### src/rtl/pmc_pkg.sv
package pmc_pkg;
    typedef enum logic [1:0] {
        LV_FULL  = 2'b00,
        LV_DOZE  = 2'b01,
        LV_NAP   = 2'b10,
        LV_SLEEP = 2'b11
    } pwr_lvl_e;

    typedef enum logic [1:0] {
        ST_IDLE,
        ST_DOWN,
        ST_UP,
        ST_LOCK
    } seq_st_e;
endpackage

### src/rtl/pmc_wake_det.sv
module pmc_wake_det (
    input  logic clk,
    input  logic rst_n,
    input  logic wake_evt,
    input  logic armed,
    input  logic take,
    output logic pend
);
    always_ff @(posedge clk or negedge rst_n) begin
        if (!rst_n) pend <= 1'b0;
        else        pend <= (pend & ~take) | (wake_evt & armed);
    end
endmodule

### src/rtl/pmc_req_hold.sv
module pmc_req_hold
    import pmc_pkg::*;
(
    input  logic       clk,
    input  logic       rst_n,
    input  logic       req_valid,
    input  logic [1:0] req_code,
    input  logic       take,
    output logic       pend,
    output pwr_lvl_e   pend_lvl
);
    always_ff @(posedge clk or negedge rst_n) begin
        if (!rst_n) begin
            pend     <= 1'b0;
            pend_lvl <= LV_FULL;
        end else begin
            pend <= req_valid | (pend & ~take);
            if (req_valid) pend_lvl <= pwr_lvl_e'(req_code);
        end
    end
endmodule

### src/rtl/pmc_unit_map.sv
module pmc_unit_map #(
    parameter int N_UNITS = 4
) (
    input  logic               clk,
    input  logic               rst_n,
    input  logic               run_nxt,
    input  logic [N_UNITS-1:0] idle,
    output logic [N_UNITS-1:0] en
);
    for (genvar i = 0; i < N_UNITS; i++) begin : g_unit
        always_ff @(posedge clk or negedge rst_n) begin
            if (!rst_n) en[i] <= 1'b1;
            else        en[i] <= run_nxt & ~idle[i];
        end
    end
endmodule

### src/rtl/pwr_mode_ctrl.sv
module pwr_mode_ctrl
    import pmc_pkg::*;
#(
    parameter int N_UNITS = 4,
    parameter int LOCK_W  = 8
) (
    input  logic               clk,
    input  logic               rst_n,
    input  logic               mode_req_valid,
    input  logic [1:0]         mode_req,
    input  logic               pll_keep,
    input  logic [LOCK_W-1:0]  lock_delay,
    input  logic [N_UNITS-1:0] unit_idle,
    input  logic               wake_evt,
    output logic [N_UNITS-1:0] unit_clk_en,
    output logic               bus_clk_en,
    output logic               gen_clk_en,
    output logic               pll_on,
    output logic [1:0]         mode_stat,
    output logic               busy
);
    seq_st_e            st, nxt_st;
    pwr_lvl_e           lvl, nxt_lvl, tgt, nxt_tgt, eff_tgt, lvl_inc, lvl_dec;
    logic [LOCK_W-1:0]  cnt, nxt_cnt;
    logic               pll_off, nxt_off;
    logic               wake_pend, wake_take, wake_armed;
    logic               req_pend, req_take;
    pwr_lvl_e           req_lvl;

    assign wake_armed = (lvl != LV_FULL) || (st == ST_DOWN);
    assign lvl_inc    = pwr_lvl_e'(lvl + 2'd1);
    assign lvl_dec    = pwr_lvl_e'(lvl - 2'd1);

    pmc_wake_det u_wake (
        .clk(clk), .rst_n(rst_n), .wake_evt(wake_evt),
        .armed(wake_armed), .take(wake_take), .pend(wake_pend)
    );

    pmc_req_hold u_hold (
        .clk(clk), .rst_n(rst_n), .req_valid(mode_req_valid), .req_code(mode_req),
        .take(req_take), .pend(req_pend), .pend_lvl(req_lvl)
    );

    pmc_unit_map #(.N_UNITS(N_UNITS)) u_map (
        .clk(clk), .rst_n(rst_n), .run_nxt(nxt_lvl == LV_FULL),
        .idle(unit_idle), .en(unit_clk_en)
    );

    always_comb begin
        nxt_st    = st;
        nxt_lvl   = lvl;
        nxt_tgt   = tgt;
        nxt_cnt   = cnt;
        nxt_off   = pll_off;
        wake_take = 1'b0;
        req_take  = 1'b0;
        eff_tgt   = tgt;
        if (wake_pend && (st == ST_UP || st == ST_LOCK)) begin
            eff_tgt   = LV_FULL;
            nxt_tgt   = LV_FULL;
            wake_take = 1'b1;
        end
        unique case (st)
            ST_IDLE: begin
                wake_take = wake_pend;
                if (wake_pend && lvl != LV_FULL) begin
                    nxt_tgt = LV_FULL;
                    nxt_st  = ST_UP;
                end else if (req_pend) begin
                    req_take = 1'b1;
                    if (req_lvl > lvl) begin
                        nxt_tgt = req_lvl;
                        nxt_st  = ST_DOWN;
                    end else if (req_lvl < lvl) begin
                        nxt_tgt = req_lvl;
                        nxt_st  = ST_UP;
                    end
                end
            end
            ST_DOWN: begin
                if (wake_pend) begin
                    wake_take = 1'b1;
                    nxt_tgt   = LV_FULL;
                    nxt_st    = (lvl == LV_FULL) ? ST_IDLE : ST_UP;
                end else begin
                    nxt_lvl = lvl_inc;
                    if (lvl_inc == LV_SLEEP) nxt_off = ~pll_keep;
                    if (lvl_inc == tgt)      nxt_st  = ST_IDLE;
                end
            end
            ST_UP: begin
                if (lvl <= eff_tgt) begin
                    nxt_st = ST_IDLE;
                end else if (lvl == LV_SLEEP) begin
                    nxt_lvl = LV_NAP;
                    nxt_off = 1'b0;
                    if (pll_off) begin
                        nxt_cnt = lock_delay;
                        nxt_st  = ST_LOCK;
                    end else if (eff_tgt == LV_NAP) begin
                        nxt_st  = ST_IDLE;
                    end
                end else begin
                    nxt_lvl = lvl_dec;
                    if (lvl_dec == eff_tgt) nxt_st = ST_IDLE;
                end
            end
            ST_LOCK: begin
                if (cnt != '0) begin
                    nxt_cnt = cnt - LOCK_W'(1);
                end else if (lvl <= eff_tgt) begin
                    nxt_st = ST_IDLE;
                end else begin
                    nxt_lvl = lvl_dec;
                    nxt_st  = (lvl_dec == eff_tgt) ? ST_IDLE : ST_UP;
                end
            end
        endcase
    end

    always_ff @(posedge clk or negedge rst_n) begin
        if (!rst_n) begin
            st      <= ST_IDLE;
            lvl     <= LV_FULL;
            tgt     <= LV_FULL;
            cnt     <= '0;
            pll_off <= 1'b0;
        end else begin
            st      <= nxt_st;
            lvl     <= nxt_lvl;
            tgt     <= nxt_tgt;
            cnt     <= nxt_cnt;
            pll_off <= nxt_off;
        end
    end

    always_ff @(posedge clk or negedge rst_n) begin
        if (!rst_n) begin
            mode_stat  <= 2'b00;
            bus_clk_en <= 1'b1;
            gen_clk_en <= 1'b1;
            pll_on     <= 1'b1;
            busy       <= 1'b0;
        end else begin
            mode_stat  <= nxt_lvl;
            bus_clk_en <= (nxt_lvl == LV_FULL) || (nxt_lvl == LV_DOZE);
            gen_clk_en <= (nxt_lvl != LV_SLEEP);
            pll_on     <= !((nxt_lvl == LV_SLEEP) && nxt_off);
            busy       <= (nxt_st != ST_IDLE);
        end
    end
endmodule

### config.mk
export PLATFORM = sky130hd
export DESIGN_NAME = pwr_mode_ctrl
export DESIGN_NICKNAME = d
export VERILOG_FILES = /design/src/rtl/pmc_pkg.sv /design/src/rtl/pmc_wake_det.sv /design/src/rtl/pmc_req_hold.sv /design/src/rtl/pmc_unit_map.sv /design/src/rtl/pwr_mode_ctrl.sv
export SDC_FILE = /design/constraint.sdc
export NUM_CORES = 1
export LEC_CHECK = 0
export BUFFER_PORTS_ARGS = -buffer_cell sky130_fd_sc_hd__buf_4
export CAP_MARGIN = 0
export CORE_MARGIN = 10
export CORE_UTILIZATION = 55
export DETAILED_ROUTE_END_ITERATION = 8
export PLACE_DENSITY = 0.89
export SYNTH_ARGS = -nofsm -noshare
export SYNTH_HDL_FRONTEND = slang
export SYNTH_SLANG_ARGS = --single-unit
### constraint.sdc
create_clock -name clk -period 4 [get_ports clk]
set_input_delay 0.8 -clock clk [delete_from_list [all_inputs] [get_ports clk]]
set_output_delay 0.8 -clock clk [all_outputs]
set_load 0.02 [all_outputs]
======== Word-level counts from Yosys, hierarchy flattened ========
Cells that the tools add are included.
operators by class
  $add $sub $neg .......................... 3
  magnitude comparators ................... 3
  eq/ne operators ......................... 15
  muxes and demuxes ....................... 45
  bitwise logic cells ..................... 16
  reduce and logical (&&, ||, !) cells .... 15
operators with widths
  cell                 count
  $mux 2               26
  $mux 8               4
  $pmux 8 s2           1
  $eq 2x2->1 const B   6
  $mux 1               9
  $pmux 2 s4           1
  $reduce_bool 8->1    1
  $sub 8x1->8 const B  1
  $and 1x1->1          7
  $not 1->1            7
  $logic_not 2->1      3
  $ne 2x2->1 const B   3
  $pmux 2 s3           1
  $reduce_bool 2->1    3
  $reduce_and 5->1     1
  $eq 2x1->1 const B   2
  $eq 2x2->1           2
  $ne 2x1->1 const B   2
  $pmux 1 s2           2
  $pmux 2 s2           1
  $logic_and 1x1->1    3
  $logic_or 1x1->1     3
  $add 2x1->2 const B  1
  $gt 2x2->1           1
  5 further kinds      6
storage, ports and cells
  register bits ........................... 27
  input bits .............................. 19
  output and inout bits ................... 10
  logic and storage cells ................. 113

======== Depth between registers and ports, before layout ========
  depth after elaboration ................. 11
  depth in mapped cells ................... 13
  depth with buffers taken out ............ 10

======== Modules after synthesis ========
Synthesis repeated with hierarchy kept, for this count alone.
second synthesis, totals
  cells, all modules ...................... 217
  area, all modules ....................... 1,968.1 um^2
modules (own cells, without submodules)
  module         times used  cells an instance  area each (um^2)  sequential area each (um^2)
  pwr_mode_ctrl  1           198                1,676.6           479.2
  pmc_unit_map   1           8                  140.1             105.1
  pmc_req_hold   1           7                  110.1             75.1
  pmc_wake_det   1           4                  41.3              25.0

======== Worst setup path before layout ========
Ideal clock, no wire load.
  path kind ............................... flip-flop to flip-flop
  start point ............................. reg st[0]
  end point ............................... reg cnt[6]
  library setup time ...................... 0.121 ns
  arrival ................................. 2.629 ns
  required time ........................... 3.879 ns
  path slack .............................. 1.250 ns
  stages on the path, launching flop included .. 13
  buffers on the path ..................... 2
  period minus slack after synthesis ...... 2.750 ns
  cell sequence ........................... dfrtp_1 > inv_1 > ha_1 > buf_2 > o21ai_1 > buf_2 > nand2_1 > ha_1 > nand2_1 > a2111o_1 > o211ai_1 > a21bo_2 > a22o_1
between the ends
  cells in the longest elaborated chain, start to end .. 7
  elaborated cells between the ends (all ways) .. 13
  classes of those cells .................. 1 x order compare; 6 x eq/ne; 2 x mux; 4 x reduce/logical
ends and longest elaborated chain
  what                        RTL line                                  text
  start, declared             pwr_mode_ctrl.sv:22                       seq_st_e st, nxt_st;
  start signal, assigned      pwr_mode_ctrl.sv:129                      st <= nxt_st;
  $eq 2x2->1                  pwr_mode_ctrl.sv:58, pwr_mode_ctrl.sv:63
  $logic_or 1x1->1            pwr_mode_ctrl.sv:58                       if (wake_pend && (st == ST_UP || st == ST_LOCK)) begin
  $logic_and 1x1->1           pwr_mode_ctrl.sv:58
  $mux 2                      pwr_mode_ctrl.sv:58
  $le 2x2->1                  pwr_mode_ctrl.sv:92                       if (lvl <= eff_tgt) begin
  $ne 2x2->1 (no line)        n/a
  $reduce_and 5->1 (no line)  n/a
  end signal, assigned        pwr_mode_ctrl.sv:132                      cnt <= nxt_cnt;
  end, declared               pwr_mode_ctrl.sv:24                       logic [LOCK_W-1:0] cnt, nxt_cnt;
Several ways; a longest one is shown, not always the timed one.
A chain may end at the register's enable or synchronous reset.

======== Worst setup path in the final report ========
Same ends and word-level chain as after synthesis.

==> impl_metrics.ini <==
[power_and_ir_drop]
power.share.combinational_pct = 53.1
clkPwrFrac_pct = 9.7
netSwitchingFraction_pct = 45.8
ir_drop_v = 0.000296
seqPwrFrac_pct = 37.2
p_leak_nw = 0.910
switching_power_mw = 0.602
p_per_area_nw_per_um2 = 612
internal_power_mw = 0.712

[route]
via_count = 1608
firstDrtPassIters = 4
drt_iter0_drc = 95
drc = 0
vias_per_cell = 5.85
ant_nets = 0
wl_per_cell_um = 15.7
wl_mm = 4.32

[logic_synthesis]
synth_fp_nets = 236
synth_edf_count = 0
ys_warn_count = 0
synth_cell_types = 56
syn-instance-count = 206
ys_seq_elements = 27
ys.flop_type = dfrtp_1
synthArstFlopShare_pct = 100
syn-cell-area_um2 = 1910
syn_avg_cell_area_um2 = 9.25
synth-seq-area-share_pct = 35.9

[finish]
final_cell_mix = buf_4, dfrtp_1, nand2_1
area_growth_pct = 12.7
layout.cells.most_common = buf_4
fin_area_um2 = 2150
fin_nets = 260
drive_gt1_share_pct = 27.5
diodes = 0
layout.core_utilization_pct = 64.4

[global_route]
grt_max_degree = 28
overflow = 0
antenna_found_initial = 0
grt_pass1_wl_mm = 7.17
grt_pass1_vias = 1584
grt_util_all_layers_pct = 13.6

[clocking]
cts-root-buf = clkbuf_4
ctsHoldBuffers = 0
clockBufferDepth = 2
cts_tree = built
cts_sinks = 27
h-tree-depth = 1
cts_made_buffers = 3
cts_resized = 0
cts.clk_slew.worst_paths_ns = 0.16
clk_latency_ns = 0.34
cts_setup_buffers = 0

[sta]
rsz0062_at_grt = false
tightestPinTransition_ns = 0.966
setup_viol = 0
slew_headroom_pct = 35.3
worst_hold_slack_ns = 0.336
period_needed_ns = 3.15
tns_ns = 0
slew_violations = 0
fmax_ghz = 0.318
timing_hold_violations_final = 0
fin_crit_sh_pct = 78.6
clock-skew-final_ns = 0.00293

[place]
gp_congestion = 0.992
post_dp_cell_area_um2 = 2120
dp_hpwl_mm = 3.26
place.port_buffers = 28

[hold_path]
min_path_type = primary input to async pin

[die]
die_h_um = 78.9
die_area_um2 = 6220
start_util_pct = 57.1
io_pins = 29
dieWidth_um = 78.9
num_rows = 21
core_area_um2 = 3340

[worst_setup_path]
crit_type = register to register
crit_path_end_kind = register
critPathTopFamily = compound AO/OA/AOI/OAI gates
arrival_ns = 3.39
crit_fanout = 15
worst-path-buf-inv = 1
crit_slowest_cell = o211ai_1
start_kind = register
cpMostUsedCell = ha_1
crit_chain = inv_1 > ha_1 > o21ai_1 > nand2_1 > ha_1 > nor2b_1 > a31oi_2 > o211ai_1 > a21bo_2 > a22o_1
slowest_delay_ns = 0.82
cp.required_ns = 4.25

[outcome]
outcome = complete, no violations

[flow_run]
maxCapViolations = 0
==> sequential cells by signal, summed over array words and instances (netlist names) <==
signal,count
bus_clk_en,1
u_wake.pend,1
cnt,8
u_map.en,4
u_hold.pend,1
mode_stat,2
pll_on,1
tgt,2
u_hold.pend_lvl,2
busy,1
pll_off,1
st,2
gen_clk_en,1
==> layer usage <==
metal	vias to the layer above	GRT usage (%)	wire length, um
met5	-	0	0
met2	28	23.4	2100
met4	0	4.12	32
met3	4	3.38	196
li1	800	-	-
met1	776	16.3	1980
==> per-stage QoR <==
stage               power, mW  std cells  worst slack (ns)
floorplan                1.01        206              1.25
detailed placement       1.18        271             0.885
global placement         1.17        271             0.978
CTS                      1.31        275             0.875
finish                   1.31        275             0.854
global route             1.43        275             0.572
==> synth_stat cells (all sizes together), types with 3 or more instances <==
library cell  instances  area (um2)
a211o                 4        38.8
a211oi                3        22.5
a21oi                14        73.8
a31oi                10        68.8
buf                   7        35.0
clkbuf                4        35.0
dfrtp                20         500
dfstp                 7         184
ha                   11         138
inv                  16        60.1
nand2                18        67.6
nand3                 6        30.0
nor2                 12        45.0
nor2b                 6        37.5
nor3                  6        50.1
o211ai                5        42.5
o21ai                13        65.1
o22ai                 4        25.0
==> layout make-up <==
class	count	area, um2
Inverter	16	60.1
Multi-Input combinational cell	152	1090
Tap cell	46	57.6
Fill cell	281	1190
Clock inverter	1	7.51
Timing Repair Buffer	30	225
Sequential cell	27	684
Clock buffer	3	22.5
==> worst paths after layout <==
check,start,end,slack [ns],depth (start not counted)
worst min-delay path,rst_n,u_hold.pend$_DFF_PN0_,0.34,1
worst max-delay path,st[0]$_DFF_PN0_,cnt[6]$_DFFE_PN0P_,0.85,10
min in group clk,u_hold.pend$_DFF_PN0_,u_hold.pend$_DFF_PN0_,0.53,1
max in group asynchronous,rst_n,gen_clk_en$_DFF_PN1_,3.37,1
worst max register to register,st[0]$_DFF_PN0_,cnt[6]$_DFFE_PN0P_,0.85,10
worst min register to register,u_hold.pend$_DFF_PN0_,u_hold.pend$_DFF_PN0_,0.53,1
==> power groups by stage <==
stage                     clock [mW]  sequential [mW]  combinational [mW]
after floorplan                    0            0.473               0.542
after global placement             0            0.487               0.685
after detailed placement           0            0.493               0.691
after CTS                      0.134            0.486               0.694
after global routing           0.145            0.502               0.779
final                          0.128            0.488               0.698
==> kinds of logic (layout without fill, tap and decap cells) <==
logic type	count (synthesis)	after routing	synth area share [%]
muxes	4	4	2.23
DFF	27	27	35.9
and+or+nand+nor	60	60	17.1
AOI/OAI and AO/OA	75	75	29.8
adders and majority gates	11	11	7.22
buffers and inverters	27	50	6.83
xor gates and xnor gates	2	2	0.919
Note: power is estimated with default switching activity, not from simulation.
